==> src/rtl/pbank_pkg.sv <==
package pbank_pkg;
  localparam int NPIN_DEF = 6;
  localparam int AW_DEF   = 12;
  localparam int DW_DEF   = 32;

  // word index taken from paddr[7:4]
  localparam logic [3:0] W_LATCH = 4'h0;
  localparam logic [3:0] W_PINV  = 4'h1;
  localparam logic [3:0] W_MODE  = 4'h2;
  localparam logic [3:0] W_DRV   = 4'h3;
  localparam logic [3:0] W_PAD   = 4'h4;
  localparam logic [3:0] W_ILIM  = 4'h5;
  localparam logic [3:0] W_FSEL  = 4'h7;
  localparam logic [3:0] W_SAFE  = 4'h8;
  localparam logic [3:0] W_LOCK  = 4'h9;

  localparam int PEN_LSB    = 16;
  localparam int SS_EN_BIT  = 16;
  localparam int SS_IMM_BIT = 17;
  localparam int FS_W       = 3;
  localparam int FS_W_LO    = 2;
  localparam int SS_W       = 2;
  localparam int UART_FIRST = 2;
  localparam int NUART      = 4;

  localparam logic [31:0] PAD_MASK  = 32'h00EF_003F;
  localparam logic [31:0] ILIM_MASK = 32'h00FF_003F;

  typedef enum logic [1:0] {
    SS_HIZ  = 2'd0,
    SS_HIGH = 2'd1,
    SS_LOW  = 2'd2,
    SS_PASS = 2'd3
  } ss_code_e;

  localparam logic [2:0] FS_GPIO = 3'd0;
  localparam logic [2:0] FS_LVL  = 3'd1;
  localparam logic [2:0] FS_PWM  = 3'd2;
  localparam logic [2:0] FS_ALT  = 3'd3;
  localparam logic [2:0] FS_TMR  = 3'd4;
endpackage

==> src/rtl/pbank_sync.sv <==
module pbank_sync #(
  parameter int W = 6
) (
  input  logic         clk,
  input  logic         rst,
  input  logic [W-1:0] d,
  output logic [W-1:0] q
);
  logic [W-1:0] meta_q;

  always_ff @(posedge clk) begin
    if (rst) begin
      meta_q <= '0;
      q      <= '0;
    end else begin
      meta_q <= d;
      q      <= meta_q;
    end
  end
endmodule

==> src/rtl/pbank_kill.sv <==
module pbank_kill (
  input  logic clk,
  input  logic rst,
  input  logic kill_i,
  input  logic imm,
  output logic kill_act
);
  logic kill_d1;

  always_ff @(posedge clk) begin
    if (rst) kill_d1 <= 1'b0;
    else     kill_d1 <= kill_i;
  end

  // filtered mode needs the level on two consecutive edges
  assign kill_act = imm ? kill_i : (kill_i & kill_d1);


  deglitch_chk: assert property (@(posedge clk) disable iff (rst)
    (!imm && kill_act) |-> $past(kill_i));
endmodule

==> src/rtl/pbank_regs.sv <==
module pbank_regs
  import pbank_pkg::*;
#(
  parameter int NPIN = NPIN_DEF,
  parameter int AW   = AW_DEF,
  parameter int DW   = DW_DEF
) (
  input  logic                       clk,
  input  logic                       rst,
  input  logic                       psel,
  input  logic                       penable,
  input  logic                       pwrite,
  input  logic [AW-1:0]              paddr,
  input  logic [DW-1:0]              pwdata,
  output logic [DW-1:0]              prdata,
  input  logic [NPIN-1:0]            pin_sync,
  output logic [NPIN-1:0]            latch_q,
  output logic [NPIN-1:0]            mode_q,
  output logic [NPIN-1:0]            nen_q,
  output logic [NPIN-1:0]            pen_q,
  output logic [NPIN-1:0][FS_W-1:0]  fsel_q,
  output logic [NPIN-1:0][SS_W-1:0]  ssel_q,
  output logic                       ss_en_q,
  output logic                       imm_q
);
  localparam int FS_LAST = FS_W_LO * (NPIN - 1);

  logic [NPIN-1:0] lock_q;
  logic [DW-1:0]   padctl_q;
  logic [DW-1:0]   ilim_q;
  logic            hit;
  logic [3:0]      word;
  logic            wr_fire;
  logic            rd_setup;
  logic [DW-1:0]   rd_v;
  logic [DW-1:0]   fs_pk;
  logic [DW-1:0]   ss_pk;

  assign word     = paddr[7:4];
  assign hit      = (paddr[AW-1:8] == '0) && (paddr[3:0] == 4'h0);
  assign wr_fire  = psel && penable && pwrite && hit;
  assign rd_setup = psel && !penable && !pwrite;

  // bank-wide fields, never locked
  always_ff @(posedge clk) begin
    if (rst) begin
      latch_q  <= '0;
      nen_q    <= '0;
      pen_q    <= '0;
      lock_q   <= '0;
      padctl_q <= '0;
      ilim_q   <= '0;
      ss_en_q  <= 1'b0;
      imm_q    <= 1'b0;
    end else if (wr_fire) begin
      case (word)
        W_LATCH: latch_q <= pwdata[NPIN-1:0];
        W_DRV: begin
          nen_q <= pwdata[NPIN-1:0];
          pen_q <= pwdata[PEN_LSB +: NPIN];
        end
        W_PAD:  padctl_q <= pwdata & DW'(PAD_MASK);
        W_ILIM: ilim_q   <= pwdata & DW'(ILIM_MASK);
        W_SAFE: begin
          ss_en_q <= pwdata[SS_EN_BIT];
          imm_q   <= pwdata[SS_IMM_BIT];
        end
        W_LOCK: lock_q <= pwdata[NPIN-1:0];
        default: ;
      endcase
    end
  end

  // per-pin fields guarded by the lock bit
  for (genvar i = 0; i < NPIN; i++) begin : g_pinreg
    localparam int FW = (i == NPIN - 1) ? FS_W : FS_W_LO;

    always_ff @(posedge clk) begin
      if (rst) begin
        mode_q[i] <= 1'b0;
        fsel_q[i] <= '0;
        ssel_q[i] <= '0;
      end else if (wr_fire && !lock_q[i]) begin
        if (word == W_MODE) mode_q[i] <= pwdata[i];
        if (word == W_FSEL) fsel_q[i] <= FS_W'(pwdata[FS_W_LO*i +: FW]);
        if (word == W_SAFE) ssel_q[i] <= pwdata[SS_W*i +: SS_W];
      end
    end


    lock_mode_chk: assert property (@(posedge clk) disable iff (rst)
      (wr_fire && word == W_MODE && lock_q[i]) |=> $stable(mode_q[i]));

    lock_safe_chk: assert property (@(posedge clk) disable iff (rst)
      (wr_fire && word == W_SAFE && lock_q[i]) |=> $stable(ssel_q[i]));

    lock_fsel_chk: assert property (@(posedge clk) disable iff (rst)
      (wr_fire && word == W_FSEL && lock_q[i]) |=> $stable(fsel_q[i]));
  end

  always_comb begin
    fs_pk = '0;
    ss_pk = '0;
    for (int i = 0; i < NPIN - 1; i++) begin
      fs_pk[FS_W_LO*i +: FS_W_LO] = fsel_q[i][FS_W_LO-1:0];
    end
    fs_pk[FS_LAST +: FS_W] = fsel_q[NPIN-1];
    for (int i = 0; i < NPIN; i++) begin
      ss_pk[SS_W*i +: SS_W] = ssel_q[i];
    end
    ss_pk[SS_EN_BIT]  = ss_en_q;
    ss_pk[SS_IMM_BIT] = imm_q;
  end

  always_comb begin
    rd_v = '0;
    if (hit) begin
      case (word)
        W_LATCH: rd_v[NPIN-1:0] = latch_q;
        W_PINV:  rd_v[NPIN-1:0] = pin_sync;
        W_MODE:  rd_v[NPIN-1:0] = mode_q;
        W_DRV: begin
          rd_v[NPIN-1:0]         = nen_q;
          rd_v[PEN_LSB +: NPIN]  = pen_q;
        end
        W_PAD:  rd_v = padctl_q;
        W_ILIM: rd_v = ilim_q;
        W_FSEL: rd_v = fs_pk;
        W_SAFE: rd_v = ss_pk;
        W_LOCK: rd_v[NPIN-1:0] = lock_q;
        default: rd_v = '0;
      endcase
    end
  end

  always_ff @(posedge clk) begin
    if (rst)           prdata <= '0;
    else if (rd_setup) prdata <= rd_v;
  end


  pad_mask_chk: assert property (@(posedge clk) disable iff (rst)
    (padctl_q & ~DW'(PAD_MASK)) == '0);
endmodule

==> src/rtl/pbank_pin.sv <==
module pbank_pin
  import pbank_pkg::*;
#(
  parameter bit HAS_ALT = 1'b0,
  parameter bit HAS_TMR = 1'b0
) (
  input  logic            clk,
  input  logic            rst,
  input  logic            latch_b,
  input  logic            mode_b,
  input  logic            nen_b,
  input  logic            pen_b,
  input  logic [FS_W-1:0] fsel,
  input  logic [SS_W-1:0] ssel,
  input  logic            safe_act,
  input  logic            lvl_b,
  input  logic            pwm_b,
  input  logic            alt_b,
  input  logic            tmr_b,
  output logic            pad_out,
  output logic            pad_oe
);
  logic v;
  logic nrm_oe;
  logic nxt_out;
  logic nxt_oe;

  always_comb begin
    case (fsel)
      FS_GPIO: v = latch_b;
      FS_LVL:  v = lvl_b;
      FS_PWM:  v = pwm_b;
      FS_ALT:  v = HAS_ALT ? alt_b : 1'b0;
      FS_TMR:  v = HAS_TMR ? tmr_b : 1'b0;
      default: v = 1'b0;
    endcase
  end

  // pull-down leg drives a 0, pull-up leg drives a 1
  assign nrm_oe = mode_b & ((nen_b & ~v) | (pen_b & v));

  always_comb begin
    nxt_oe  = nrm_oe;
    nxt_out = nrm_oe & v;
    if (safe_act) begin
      case (ssel)
        SS_HIZ:  begin nxt_oe = 1'b0; nxt_out = 1'b0; end
        SS_HIGH: begin nxt_oe = 1'b1; nxt_out = 1'b1; end
        SS_LOW:  begin nxt_oe = 1'b1; nxt_out = 1'b0; end
        default: ;
      endcase
    end
  end

  always_ff @(posedge clk) begin
    if (rst) begin
      pad_out <= 1'b0;
      pad_oe  <= 1'b0;
    end else begin
      pad_out <= nxt_out;
      pad_oe  <= nxt_oe;
    end
  end


  safe_high_chk: assert property (@(posedge clk) disable iff (rst)
    (safe_act && ssel == SS_HIGH) |=> (pad_oe && pad_out));

  safe_low_chk: assert property (@(posedge clk) disable iff (rst)
    (safe_act && ssel == SS_LOW) |=> (pad_oe && !pad_out));

  safe_hiz_chk: assert property (@(posedge clk) disable iff (rst)
    (safe_act && ssel == SS_HIZ) |=> (!pad_oe && !pad_out));

  no_mode_chk: assert property (@(posedge clk) disable iff (rst)
    (!mode_b && !(safe_act && ssel != SS_PASS)) |=> !pad_oe);

  out_gate_chk: assert property (@(posedge clk) disable iff (rst)
    !pad_oe |-> !pad_out);

  rst_quiet_chk: assert property (@(posedge clk) disable iff (rst)
    $past(rst) |-> (!pad_oe && !pad_out));
endmodule

==> src/rtl/pbank_ctrl.sv <==
module pbank_ctrl
  import pbank_pkg::*;
#(
  parameter int NPIN = NPIN_DEF,
  parameter int AW   = AW_DEF,
  parameter int DW   = DW_DEF
) (
  input  logic             clk,
  input  logic             rst,
  input  logic             psel,
  input  logic             penable,
  input  logic             pwrite,
  input  logic [AW-1:0]    paddr,
  input  logic [DW-1:0]    pwdata,
  output logic [DW-1:0]    prdata,
  input  logic             kill_i,
  input  logic [NPIN-1:0]  lvl_i,
  input  logic [NPIN-1:0]  pwm_i,
  input  logic [NUART-1:0] uart_i,
  input  logic             tmr_i,
  input  logic [NPIN-1:0]  pad_in,
  output logic [NPIN-1:0]  pad_out,
  output logic [NPIN-1:0]  pad_oe
);
  logic [NPIN-1:0]            pin_sync;
  logic [NPIN-1:0]            latch_q;
  logic [NPIN-1:0]            mode_q;
  logic [NPIN-1:0]            nen_q;
  logic [NPIN-1:0]            pen_q;
  logic [NPIN-1:0][FS_W-1:0]  fsel_q;
  logic [NPIN-1:0][SS_W-1:0]  ssel_q;
  logic                       ss_en_q;
  logic                       imm_q;
  logic                       kill_act;
  logic                       safe_act;

  pbank_sync #(.W(NPIN)) u_sync (
    .clk (clk),
    .rst (rst),
    .d   (pad_in),
    .q   (pin_sync)
  );

  pbank_regs #(.NPIN(NPIN), .AW(AW), .DW(DW)) u_regs (
    .clk      (clk),
    .rst      (rst),
    .psel     (psel),
    .penable  (penable),
    .pwrite   (pwrite),
    .paddr    (paddr),
    .pwdata   (pwdata),
    .prdata   (prdata),
    .pin_sync (pin_sync),
    .latch_q  (latch_q),
    .mode_q   (mode_q),
    .nen_q    (nen_q),
    .pen_q    (pen_q),
    .fsel_q   (fsel_q),
    .ssel_q   (ssel_q),
    .ss_en_q  (ss_en_q),
    .imm_q    (imm_q)
  );

  pbank_kill u_kill (
    .clk      (clk),
    .rst      (rst),
    .kill_i   (kill_i),
    .imm      (imm_q),
    .kill_act (kill_act)
  );

  assign safe_act = ss_en_q | kill_act;

  for (genvar i = 0; i < NPIN; i++) begin : g_pin
    localparam bit IS_ALT = (i >= UART_FIRST) && (i < UART_FIRST + NUART);
    localparam bit IS_TMR = (i == NPIN - 1);
    logic alt_s;

    if (IS_ALT) begin : g_alt
      assign alt_s = uart_i[i - UART_FIRST];
    end else begin : g_noalt
      assign alt_s = 1'b0;
    end

    pbank_pin #(.HAS_ALT(IS_ALT), .HAS_TMR(IS_TMR)) u_pin (
      .clk      (clk),
      .rst      (rst),
      .latch_b  (latch_q[i]),
      .mode_b   (mode_q[i]),
      .nen_b    (nen_q[i]),
      .pen_b    (pen_q[i]),
      .fsel     (fsel_q[i]),
      .ssel     (ssel_q[i]),
      .safe_act (safe_act),
      .lvl_b    (lvl_i[i]),
      .pwm_b    (pwm_i[i]),
      .alt_b    (alt_s),
      .tmr_b    (tmr_i),
      .pad_out  (pad_out[i]),
      .pad_oe   (pad_oe[i])
    );
  end


  imm_kill_chk: assert property (@(posedge clk) disable iff (rst)
    (imm_q && kill_i && ssel_q[0] == SS_HIGH) |=> (pad_oe[0] && pad_out[0]));
endmodule

==> config.mk <==
export PLATFORM = sky130hd
export DESIGN_NAME = pbank_ctrl
export DESIGN_NICKNAME = d
export VERILOG_FILES = /design/src/rtl/pbank_pkg.sv /design/src/rtl/pbank_sync.sv /design/src/rtl/pbank_kill.sv /design/src/rtl/pbank_regs.sv /design/src/rtl/pbank_pin.sv /design/src/rtl/pbank_ctrl.sv
export SDC_FILE = /design/constraint.sdc
export NUM_CORES = 1
export LEC_CHECK = 0
export ABC_AREA = 1
export BUFFER_PORTS_ARGS = -buffer_cell sky130_fd_sc_hd__buf_2
export CORE_MARGIN = 4
export CORE_UTILIZATION = 30
export CTS_BUF_LIST = sky130_fd_sc_hd__clkbuf_4
export DETAILED_ROUTE_END_ITERATION = 8
export PLACE_DENSITY = 0.45
export SYNTH_ARGS = -nofsm -noshare
export SYNTH_HDL_FRONTEND = slang
export SYNTH_SLANG_ARGS = --single-unit
==> constraint.sdc <==
create_clock -name clk -period 3.6 [get_ports clk]
set_input_delay 0 -clock clk [delete_from_list [all_inputs] [get_ports clk]]
set_output_delay 0 -clock clk [all_outputs]
set_load 0.05 [all_outputs]
# ---- Yosys cells after proc, flatten, opt, wreduce, memory -nomap -nowiden
# Cells that the tools add are included.
dict set report word_totals {
  register_bits 141
  in_bits 73
  output_inout_bits 44
  elab_cells 224
}
dict set report op_classes {
  eq_ne 37
  n_mux 36
  bitwise 38
  reduce_logical 71
}
# cell n
set op_table {}
lappend op_table {{$pmux W6 S9} 1}
lappend op_table {{$reduce_and A2 Y1} 24}
lappend op_table {{$mux W32} 1}
lappend op_table {{$eq A2 B2 Y1 const B} 14}
lappend op_table {{$and A1 B1 Y1} 25}
lappend op_table {{$pmux W1 S2} 12}
lappend op_table {{$pmux W6 S4} 1}
lappend op_table {{$reduce_or A2 Y1} 12}
lappend op_table {{$eq A2 B1 Y1 const B} 11}
lappend op_table {{$logic_not A3 Y1} 6}
lappend op_table {{$pmux W7 S2} 1}
lappend op_table {{$mux W1} 13}
lappend op_table {{$eq A4 B3 Y1 const B} 3}
lappend op_table {{$logic_and A1 B1 Y1} 12}
lappend op_table {{$logic_not A2 Y1} 6}
lappend op_table {{$logic_not A4 Y1} 3}
lappend op_table {{$pmux W1 S4} 3}
lappend op_table {{$eq A4 B2 Y1 const B} 2}
lappend op_table {{$eq A4 B4 Y1 const B} 2}
lappend op_table {{$logic_not A1 Y1} 8}
lappend op_table {{$or A1 B1 Y1} 7}
lappend op_table {{$eq A3 B2 Y1 const B} 2}
lappend op_table {{$not A1 Y1} 6}
lappend op_table {{$pmux W1 S3} 2}
lappend op_table {{5 further kinds} 5}

# ---- Depth between registers and ports, before layout
dict set report depth {
  depth_word 9
  ltp_mapped 10
  ltp_nobuf 10
}

# ---- Cells and area by module
# Synthesis repeated with hierarchy kept, for this count alone.
dict set report unflattened {
  hier_cells 956
  hier_area_um2 6542.5
}
# module n_inst cells_each area_per_inst_um2 seq_area_each_um2
set by_module_without_submodules {}
lappend by_module_without_submodules {pbank_regs 1 702 4810.9 2102.0}
lappend by_module_without_submodules {{pbank_pin at g_pin[2].u_pin ...} 3 37 226.5 40.0}
lappend by_module_without_submodules {{pbank_pin at g_pin[0].u_pin ...} 2 30 214.0 40.0}
lappend by_module_without_submodules {pbank_sync 1 37 341.6 240.2}
lappend by_module_without_submodules {{pbank_pin at g_pin[5].u_pin} 1 37 232.7 40.0}
lappend by_module_without_submodules {pbank_kill 1 5 35.0 20.0}
lappend by_module_without_submodules {pbank_ctrl 1 4 15.0 0.0}

# ---- Worst setup path before layout
# OpenSTA, ideal clock, no wires.
dict set report synth_timing {
  path_kind {register -> register}
  start {reg u_regs.imm_q}
  end {reg g_pin[0].u_pin.pad_out}
  setup_ns 0.070
  arrival_ns 1.203
  required_ns 3.530
  path_slack_ns 2.327
  stages_incl_launch_ff 7
  n_path_buf 0
  period_less_slack_ns 1.273
  path_cell_list {dfxtp_1 or2_2 a21oi_2 inv_1 nand2_1 nand4_1 a21oi_1}
}
dict set report synth_via {
  elab_chain_cells 3
}
# item line
set synth_lines {}
lappend synth_lines {{from (decl)} pbank_regs.sv:24} ;# output logic imm_q
lappend synth_lines {{from (signal assigned)} pbank_regs.sv:66} ;# imm_q <= pwdata[SS_IMM_BIT];
lappend synth_lines {{$mux W1} pbank_kill.sv:16} ;# assign kill_act = imm ? kill_i : (kill_i & kill_d1);
lappend synth_lines {{$or A1 B1 Y1} pbank_ctrl.sv:72} ;# assign safe_act = ss_en_q | kill_act;
lappend synth_lines {{$mux W1} pbank_pin.sv:45} ;# if (safe_act) begin
lappend synth_lines {{to (signal assigned)} pbank_pin.sv:60} ;# pad_out <= nxt_out;
lappend synth_lines {{to (decl)} pbank_pin.sv:20} ;# output logic pad_out,
# Every way passes these cells.
# A chain may end at the register's enable or synchronous reset.

# ---- Worst setup path in the final report
dict set report layout_timing {
  start {in paddr[0]}
  end {reg u_regs.lock_q[4]}
}
dict set report layout_via {
  elab_chain_cells 4
}
# item line
set layout_lines {}
lappend layout_lines {{from (decl)} pbank_ctrl.sv:13} ;# input logic [AW-1:0] paddr,
lappend layout_lines {{$logic_not A4 Y1} pbank_regs.sv:40} ;# assign hit = (paddr[AW-1:8] == '0) && (paddr[3:0] == 4'h0);
lappend layout_lines {{$logic_and A1 B1 Y1} pbank_regs.sv:40}
lappend layout_lines {{$logic_and A1 B1 Y1} pbank_regs.sv:41} ;# assign wr_fire = psel && penable && pwrite && hit;
lappend layout_lines {{$reduce_and A2 Y1 (no source line)} --}
lappend layout_lines {{to (signal assigned)} pbank_regs.sv:68} ;# W_LOCK: lock_q <= pwdata[NPIN-1:0];
lappend layout_lines {{to (decl)} pbank_regs.sv:28} ;# logic [NPIN-1:0] lock_q;
# Every way passes these cells.

==> flow_summary.json <==
{
  "status": "complete, no violations",
  "p_leak_nw": 3.08,
  "grt_max_degree": 45,
  "worstReg2RegStart": "u_regs.fsel_q[0]",
  "rows": 51,
  "cts.sinks": 130,
  "synth_xor_xnor_area_share": 0,
  "numCtsBuffers": 17,
  "drt_first_pass_iters": 5,
  "die_h_um": 151,
  "synth_area_leaders": "dfxtp_1, o21ai_0, a21oi_1",
  "cts_hold_buf": 51,
  "crit_path_frequent_cell": "dlygate4sd3_1",
  "overflow": 0,
  "grt_pass1_vias": 5448,
  "synthAdderAreaFrac": 0.0370,
  "multi_input_area_um2": 2750,
  "avgSynthCellArea_um2": 7.33,
  "yosysMostFrequentCell": "dfxtp_1",
  "io_buffers": 94,
  "dieArea_um2": 22700,
  "cts_buffer_depth": 2,
  "final_cells": 1240,
  "cap_viol_max_count": 0,
  "synth_edf_count": 0,
  "ant_nets": 0,
  "hold_path.startpoint": "pwm_i[1]",
  "crit_type": "primary input to flop",
  "area_growth_pct": 22.2,
  "slowest_delay_ns": 0.56,
  "synth_top_cell_by_area": "dfxtp_1",
  "synth_common_cells": "dfxtp_1, inv_1, nand2_1",
  "clock_latency_ns": 0.54,
  "tightest_slew_ns": 0.715,
  "busiest_layer": "met2",
  "min_path_type": "primary input to flop",
  "cts-root-buf": "clkbuf_4",
  "syn_inst": 832,
  "slew-limit-headroom": 0.522,
  "crit_chain": "dlygate4sd3_1, buf_2, nor2_1, dlygate4sd3_1, nand2_1, dlygate4sd3_1, nor2_2, buf_4, nand4_1, o21ai_0, a21oi_1",
  "vias": 5647,
  "crit_required_ns": 4.01,
  "drt-total-wl_um": 19700,
  "yosys_warnings": 0,
  "gp_congestion": 0.855,
  "yosys.area_share.simple": 0.189,
  "path_clk_slew_ns": 0.12,
  "drtIter0Drc": 293,
  "cellPowerDensity_nw_per_um2": 356,
  "crit_start": "paddr[0]",
  "dp_cells": 1155,
  "coreArea_um2": 19700,
  "dpl.hpwl_um": 14000,
  "met2_usage": 0.293,
  "hold_viol": 0,
  "cp_max_fo": 12,
  "htreeDepth": 4,
  "die_w_um": 151,
  "yosysUniqueCellTypes": 35,
  "drt-vias-per-instance": 4.55,
  "setup_viol": 0,
  "antenna_found_initial": 1,
  "tritoncts": "yes",
  "synth_top_area_frac": 0.427,
  "synth_top_family_by_area": "compound AO/OA/AOI/OAI gates",
  "fmax_mhz": 315,
  "post_cts_resized": 0,
  "critPathArrivalTime_ns": 3.58,
  "syn_area_um2": 6090,
  "critPathBufInv": 5,
  "finalCritPeriodShare": 0.882,
  "ff_latch_area_um2": 2600,
  "slew_violations": 0,
  "grt_use_met3": 0.0376,
  "start_util": 0.309,
  "drc": 0,
  "synth-seq-area-share": 0.427,
  "ios": 117,
  "end_kind": "flop",
  "grt_usage": 0.179,
  "ys.flop_type": "dfxtp_1",
  "fillers": 2130,
  "use_met1": 0.238,
  "finalSetupTns_ns": 0,
  "synth_mux_area_frac": 0,
  "critPathSlowestCell": "dlygate4sd3_1",
  "post_cts_buffers": 0,
  "cp_top_family": "buffers and inverters",
  "grt_setup_unrepaired": "false",
  "synth_compound_area_frac": 0.219,
  "drive_above_1_share": 0.166,
  "peakVddDrop_mv": 0.176,
  "worstSetupStartpointType": "primary input",
  "finalClockSkew_ns": 0.0143,
  "fin_crit_ns": 3.18,
  "ys_ff_latch": 130,
  "grt_pass1_wl_um": 30500,
  "routedWlPerCell_um": 15.9,
  "async_flop_share": 0,
  "nets": 1051
}
-- power breakdown --
group	switching [mW]	internal (mW)	total, mW
Sequential	0.00216	1.45	1.45
Combinational	0.145	0.0842	0.229
Clock	0.563	0.413	0.976
-- cell type report --
| type | count | share of cell area |
|---|---|---|
| Tap cell | 265 | 0.0445 |
| Inverter | 122 | 0.0618 |
| Multi-Input combinational cell | 537 | 0.370 |
| Antenna cell | 2 | 0.000672 |
| Clock buffer | 19 | 0.0192 |
| Sequential cell | 130 | 0.349 |
| Clock inverter | 13 | 0.0160 |
| Timing Repair Buffer | 152 | 0.139 |
-- cells by family (layout without fill, tap and decap cells) --
kind of cell,Yosys count,count (layout)
AO/OA/AOI/OAI,253,253
flip-flops,130,130
buffers and inverters,175,306
adder cells (fa/ha/maj),18,18
other,1,13
AND/OR/NAND/NOR,255,255
-- cells in the final DEF (no fill, tap or decap), types with 2 or more instances in the layout --
cell,instances
dfxtp_1,130
nand3_2,2
bufinv_16,2
nand2_1,118
o2111ai_1,2
conb_1,11
o21ai_0,113
nand3_4,2
o22ai_1,12
clkinv_1,3
o221ai_1,3
inv_2,2
a21oi_2,2
diode_2,2
nand3_1,28
o211ai_1,6
clkinvlp_4,3
o21ai_1,2
clkinv_2,5
inv_1,119
nor2_4,3
nor2_1,59
clkbuf_4,19
buf_2,94
nor3_1,13
nand2_2,3
nor2_2,4
a31oi_1,2
ha_1,18
dlygate4sd3_1,51
nand4_1,9
buf_4,7
a21oi_1,110
or2_2,11
-- metrics by stage --
step / area [µm²] / hold slack (ns) / power (mW) / setup WS [ns] / utilization
floorplan: 6130 / 0.107 / 1.60 / 2.33 / -
global placement: 6670 / 0.208 / 1.67 / 1.53 / 0.338
detailed placement: 6670 / 0.210 / 1.67 / 1.45 / 0.338
CTS: 7440 / 0.000231 / 2.69 / 0.507 / 0.377
global route: 7450 / 0.0412 / 2.77 / 0.209 / 0.378
finish: 7450 / 0.0378 / 2.65 / 0.425 / 0.378
-- layer usage --
metal / routed length [µm] / part of all wire / vias to the layer above
met4: 338 / 0.017 / 0
met3: 980 / 0.050 / 24
met1: 9330 / 0.47 / 2535
met5: 0 / 0 / -
li1: - / - / 2957
met2: 9020 / 0.46 / 131
-- state kept, by name, indices dropped and copies added, names as in the netlist, 12 cells and up --
register / flops
u_regs.prdata: 21
u_regs.padctl_q: 13
u_regs.ilim_q: 14
u_regs.fsel_q: 13
u_regs.ssel_q: 12
-- final timing paths --
kind / slack, ns / to / cells after the start
setup reg to reg: 1.78 / g_pin[0].u_pin.pad_oe / 6
hold reg to reg: 0.41 / u_sync.q[1] / 2
hold / removal: 0.04 / g_pin[1].u_pin.pad_oe / 6
setup / recovery: 0.42 / u_regs.lock_q[4] / 11
-- worst register-to-register path, stage by stage, from the launching register on --
cell	delay (ns)
dfxtp_1	0.34
inv_1	0.07
or2_2	0.27
a31oi_1	0.23
dlygate4sd3_1	0.60
o211ai_1	0.08
a21oi_1	0.16
No activity file was read; power rests on OpenSTA's default activity.
